### src/rtl/baud_pkg.sv
package baud_pkg;
  localparam int DIV_DATA_W   = 32;
  localparam int DIV_PRE_W    = 16;
  localparam int DIV_SMP_W    = 6;
  localparam int DIV_SMP_MIN  = 15;
endpackage

### src/rtl/baud_div_reg.sv
module baud_div_reg #(
  parameter int DATA_W  = 32,
  parameter int PRE_W   = 16,
  parameter int SMP_W   = 6,
  parameter int SMP_MIN = 15
) (
  input  logic              clk,
  input  logic              rst_n,
  input  logic              wr,
  input  logic [DATA_W-1:0] wdata,
  output logic [PRE_W-1:0]  pre_q,
  output logic [SMP_W-1:0]  smp_q
);
  localparam int SMP_LSB = PRE_W;
  localparam int SMP_MSB = SMP_LSB + SMP_W - 1;

  logic [SMP_W-1:0] smp_field;
  logic [SMP_W-1:0] smp_clamped;
  logic [PRE_W-1:0] pre_d;
  logic [SMP_W-1:0] smp_d;
  logic             unused_hi;

  assign unused_hi   = ^wdata[DATA_W-1:SMP_MSB+1];
  assign smp_field   = wdata[SMP_MSB:SMP_LSB];
  assign smp_clamped = (smp_field < SMP_W'(SMP_MIN)) ? SMP_W'(SMP_MIN) : smp_field;

  always_comb begin
    pre_d = pre_q;
    smp_d = smp_q;
    if (wr) begin
      pre_d = wdata[PRE_W-1:0];
      smp_d = smp_clamped;
    end
  end

  always_ff @(posedge clk or negedge rst_n) begin
    if (!rst_n) begin
      pre_q <= '0;
      smp_q <= SMP_W'(SMP_MIN);
    end else if (wr) begin
      pre_q <= pre_d;
      smp_q <= smp_d;
    end
  end
endmodule

### src/rtl/baud_wrap_ctr.sv
module baud_wrap_ctr #(
  parameter int W = 16
) (
  input  logic         clk,
  input  logic         rst_n,
  input  logic         clr,
  input  logic         en,
  input  logic [W-1:0] limit,
  output logic [W-1:0] count,
  output logic         wrap
);
  logic [W-1:0] count_d;
  logic         load;

  assign wrap = en && (count == limit);
  assign load = clr || en;

  always_comb begin
    count_d = count;
    if (clr)       count_d = '0;
    else if (wrap) count_d = '0;
    else if (en)   count_d = count + W'(1);
  end

  always_ff @(posedge clk or negedge rst_n) begin
    if (!rst_n)    count <= '0;
    else if (load) count <= count_d;
  end
endmodule

### src/rtl/baud_strobe_gen.sv
module baud_strobe_gen
  import baud_pkg::*;
#(
  parameter int DATA_W  = DIV_DATA_W,
  parameter int PRE_W   = DIV_PRE_W,
  parameter int SMP_W   = DIV_SMP_W,
  parameter int SMP_MIN = DIV_SMP_MIN
) (
  input  logic              clk,
  input  logic              rst_n,
  input  logic              div_wr,
  input  logic [DATA_W-1:0] div_wdata,
  output logic              sample_tick,
  output logic              mid_tick,
  output logic              bit_tick
);
  logic             rst_meta_n;
  logic             rst_sync_n;
  logic [PRE_W-1:0] pre_q;
  logic [SMP_W-1:0] smp_q;
  logic [PRE_W-1:0] pre_cnt;
  logic [SMP_W-1:0] smp_cnt;
  logic             pre_wrap;
  logic             smp_en;
  logic             smp_wrap;
  logic             sample_d, mid_d, bit_d;

  // reset: asserted at once, released on the clock
  always_ff @(posedge clk or negedge rst_n) begin
    if (!rst_n) begin
      rst_meta_n <= 1'b0;
      rst_sync_n <= 1'b0;
    end else begin
      rst_meta_n <= 1'b1;
      rst_sync_n <= rst_meta_n;
    end
  end

  baud_div_reg #(
    .DATA_W(DATA_W), .PRE_W(PRE_W), .SMP_W(SMP_W), .SMP_MIN(SMP_MIN)
  ) i_div_reg (
    .clk(clk), .rst_n(rst_sync_n), .wr(div_wr), .wdata(div_wdata),
    .pre_q(pre_q), .smp_q(smp_q)
  );

  // first stage: I/O clock cycles per sample
  baud_wrap_ctr #(.W(PRE_W)) i_pre_ctr (
    .clk(clk), .rst_n(rst_sync_n), .clr(div_wr), .en(1'b1),
    .limit(pre_q), .count(pre_cnt), .wrap(pre_wrap)
  );

  assign smp_en = pre_wrap && !div_wr;

  // second stage: samples per bit
  baud_wrap_ctr #(.W(SMP_W)) i_smp_ctr (
    .clk(clk), .rst_n(rst_sync_n), .clr(div_wr), .en(smp_en),
    .limit(smp_q), .count(smp_cnt), .wrap(smp_wrap)
  );

  always_comb begin
    sample_d = smp_en;
    bit_d    = smp_wrap && !div_wr;
    mid_d    = smp_en && (smp_cnt == (smp_q >> 1));
  end

  always_ff @(posedge clk or negedge rst_sync_n) begin
    if (!rst_sync_n) begin
      sample_tick <= 1'b0;
      mid_tick    <= 1'b0;
      bit_tick    <= 1'b0;
    end else begin
      sample_tick <= sample_d;
      mid_tick    <= mid_d;
      bit_tick    <= bit_d;
    end
  end
endmodule

### config.mk
export PLATFORM = sky130hd
export DESIGN_NAME = baud_strobe_gen
export DESIGN_NICKNAME = d
export VERILOG_FILES = /design/src/rtl/baud_pkg.sv /design/src/rtl/baud_div_reg.sv /design/src/rtl/baud_wrap_ctr.sv /design/src/rtl/baud_strobe_gen.sv
export SDC_FILE = /design/constraint.sdc
export NUM_CORES = 1
export LEC_CHECK = 0
export ABC_CLOCK_PERIOD_IN_PS = 3100
export BUFFER_PORTS_ARGS = -buffer_cell sky130_fd_sc_hd__buf_4
export CAP_MARGIN = 25
export CORE_UTILIZATION = 50
export DETAILED_ROUTE_END_ITERATION = 7
export PLACE_DENSITY = 0.77
export SLEW_MARGIN = 20
export SYNTH_ARGS = -nofsm -noshare
export SYNTH_HDL_FRONTEND = slang
export SYNTH_HIERARCHICAL = 1
export SYNTH_SLANG_ARGS = --single-unit
export TNS_END_PERCENT = 20
### constraint.sdc
create_clock -name clk -period 3.1 [get_ports clk]
set_input_delay 0.155 -clock clk [delete_from_list [all_inputs] [get_ports clk]]
set_output_delay 0.155 -clock clk [all_outputs]
set_load 0.05 [all_outputs]
==> impl_metrics.ini <==
[drt]
dr_wl_met3_um = 240
vias = 1784
drtPass1Iterations = 4
routed.top_layer = met4
drc_errors = 0
m1WireLength_mm = 2.228
ant_nets = 0
routedWlPerCell_um = 14.90
wl_mm = 4.737
first_iter_violations = 128
route.met2.wl_mm = 2.218
avgViaCountPerCell = 5.610

[setup_path]
worstPathCellList = xnor2_1 -> nand4_1 -> nor4_4 -> and2_1 -> nor2b_1 -> buf_4 -> nand4_1 -> nor2_1 -> xnor2_1 -> nor2_1
endpoint_kind = flop
crit_slowest_cell = dfrtp_1
critical_path.max_stage_delay_ns = 0.56
worstPathArrival_ns = 2.44
cp.required_ns = 3.30
startpoint_type = flop
critical_path.max_fanout = 10
crit_type = reg2reg

[yosys]
synth_edf_count = 0
yosysUniqueCellTypes = 50
synth_seq_cells = 49
ys_seq_area_share_pct = 47.04
synthArstFlopShare_pct = 100.0
syn_inst = 224
syn_area_per_cell_sq_um = 11.69
synth_warnings = 6
ys.flop_type = dfrtp_1
netlist_area_sq_um = 2618

[grt]
grt_overflow = 0
track_usage_pct = 19.92
grt_first_pass_wirelength_mm = 8.293
grt_max_degree = 53
grt_pass1_vias = 1739
antenna_found_initial = 0

[sta]
slew_violations = 0
max_freq_ghz = 0.4470
fin_worst_skew_ns = 0.01182
hold_viol_final = 0
fin_tns_setup_ns = 0
tightestPinTransition_ns = 0.6411
rsz0062_at_grt = no
worst_slew_margin_rel_pct = 57.26
hold-worst-slack_ns = 0.05462
layout_setup_ws_ns = 0.8627
period_share_pct = 72.17
setup_viol = 0
period_needed_ns = 2.237

[power]
intPower_w = 0.0009186
seq_power_share_pct = 58.4
p_clk_share_pct = 30.6
netSwitchingPower_w = 0.0003104
p_leak_nw = 1.224
swShare_pct = 25.25
powerDensity_nw_per_um2 = 418.2
p_comb_share_pct = 11.0
ir_drop_mv = 0.2899

[floorplan]
start_util_pct = 53.64
die_y_um = 74.36
core_sq_um = 4880
die_x_um = 74.36
die-area_sq_um = 5529
rows = 25
top_level_ports = 38

[placed_design]
globalplace.congestion = 0.8962
portBuffers = 27
pre_cts_slack_ns = 0.8660
dp_hpwl_mm = 3.193
dp.cells = 309
placed_area_sq_um = 2840

[cts]
cts_buffers = 5
cts_root_buffer = clkbuf_8
worstSkewPairLatency_ns = 0.30
cts_buffer_depth = 2
cts_setup_buffers = 0
cts_tree = yes
clock_sinks = 49
h-tree-depth = 2
clk_pin_slew_ns = 0.09
cts_repair_resize_count = 0

[cells_and_area]
drive_gt1_share_pct = 28.29
final_common_cell = dfrtp_1
synthToLayoutAreaGrowth_pct = 12.28
nets = 287
layout_common_cells = dfrtp_1 (44), xnor2_1 (31), buf_4 (29)
final_cells = 318
n_antenna_cell = 0
fin_area_sq_um = 2939

[run_status]
status = finished, final reports clean

[job]
cap_violations = 0

[min_path]
worstHoldPathType = in2reg
## final cells by class
| type | count | area, sq um |
|---|---|---|
| inverter | 6 | 22.52 |
| fill | 429 | 1941 |
| clock buffer | 6 | 72.57 |
| multi-input combinational | 158 | 1284 |
| sequential | 49 | 1235 |
| tap | 67 | 83.83 |
| clock inverter | 2 | 13.76 |
| timing repair buffer | 30 | 227.7 |
## power groups by stage
stage / clock network (W) / logic [W] / registers, W
floorplan: 0 / 0.000103 / 0.000718
global placement: 0 / 0.000129 / 0.000730
detailed placement: 0 / 0.000134 / 0.000730
CTS: 0.000390 / 0.000135 / 0.000718
global route: 0.000415 / 0.000149 / 0.000725
finish: 0.000376 / 0.000135 / 0.000717
## synth_stat cells, types with 3 or more instances
cell type / n / area share [%]
nor3_1: 3 / 0.57
clkbuf_1: 5 / 0.72
nand4_1: 9 / 2.2
mux2_2: 6 / 2.6
o2111ai_1: 3 / 1.0
dfstp_2: 4 / 4.0
inv_1: 6 / 0.86
xor2_1: 11 / 3.7
mux2_4: 12 / 6.9
buf_2: 3 / 0.57
a31oi_1: 4 / 0.96
nor2_1: 15 / 2.2
a211oi_1: 12 / 3.4
dfrtp_1: 45 / 43
nor4_1: 3 / 0.72
nand2_1: 9 / 1.3
nand3_1: 5 / 0.96
xnor2_1: 31 / 10
## cells by family (layout without fill, tap and decap cells)
logic type / count (synthesis) / count (layout) / synth area share (%)
simple gates: 62 / 62 / 14.20
flops: 49 / 49 / 47.04
xor+xnor: 43 / 43 / 14.68
compound gates: 31 / 31 / 9.465
mux: 18 / 18 / 9.464
buf+inv: 18 / 44 / 4.063
fa+ha+maj: 2 / 2 / 0.9559
other cells: 1 / 2 / 0.1433
## worst paths after layout
path,start,to,slack [ns],depth (start not counted)
max in group asynchronous,rst_sync_n$_DFF_PN0_,i_smp_ctr/count[1]$_DFFE_PN0P_,2.35,0
worst max register to register,i_pre_ctr/count[2]$_DFFE_PN0P_,i_smp_ctr/count[5]$_DFFE_PN0P_,0.86,10
worst max-delay path,i_pre_ctr/count[2]$_DFFE_PN0P_,i_smp_ctr/count[5]$_DFFE_PN0P_,0.86,10
worst min-delay path,div_wdata[19],i_div_reg/smp_q[3]$_DFFE_PN1P_,0.05,3
min in group asynchronous,rst_n,rst_sync_n$_DFF_PN0_,0.16,2
worst min register to register,rst_sync_n$_DFF_PN0_,i_div_reg/pre_q[14]$_DFFE_PN0P_,0.33,0
## routing by layer
metal	vias to the layer above	global-route usage [%]
met5	-	0
met4	0	6.080
met3	7	4.607
met2	42	30.61
met1	881	28.21
li1	854	-
## metrics by stage
stage | util (%) | total power (W)
detailed placement | 58.21 | 0.0008638
CTS | 60.18 | 0.001244
global route | 60.23 | 0.001288
finish | 60.23 | 0.001229
global placement | 58.21 | 0.0008596
floorplan | - | 0.0008208
## sequential cells by signal (all words and copies together), names as in the netlist
| name | flops |
|---|---|
| mid_tick | 1 |
| rst_sync_n | 1 |
| i_div_reg/smp_q | 6 |
| i_smp_ctr/count | 6 |
| rst_meta_n | 1 |
| i_pre_ctr/count | 16 |
| i_div_reg/pre_q | 16 |
| bit_tick | 1 |
| sample_tick | 1 |
## what timing repair did
item / in CTS / in global routing
hold endpoints to repair: 2 / 0
hold buffers: 1 / 0
setup endpoints to repair: 0 / 0
## worst max-delay path, delay by kind of cell (launching register included)
kind	cells	cell delay (ns)
AND/OR/NAND/NOR	7	1.11
buffers and inverters	1	0.18
XOR/XNOR	2	0.29
flip-flops	1	0.56
(Power assumes the default switching activity.)
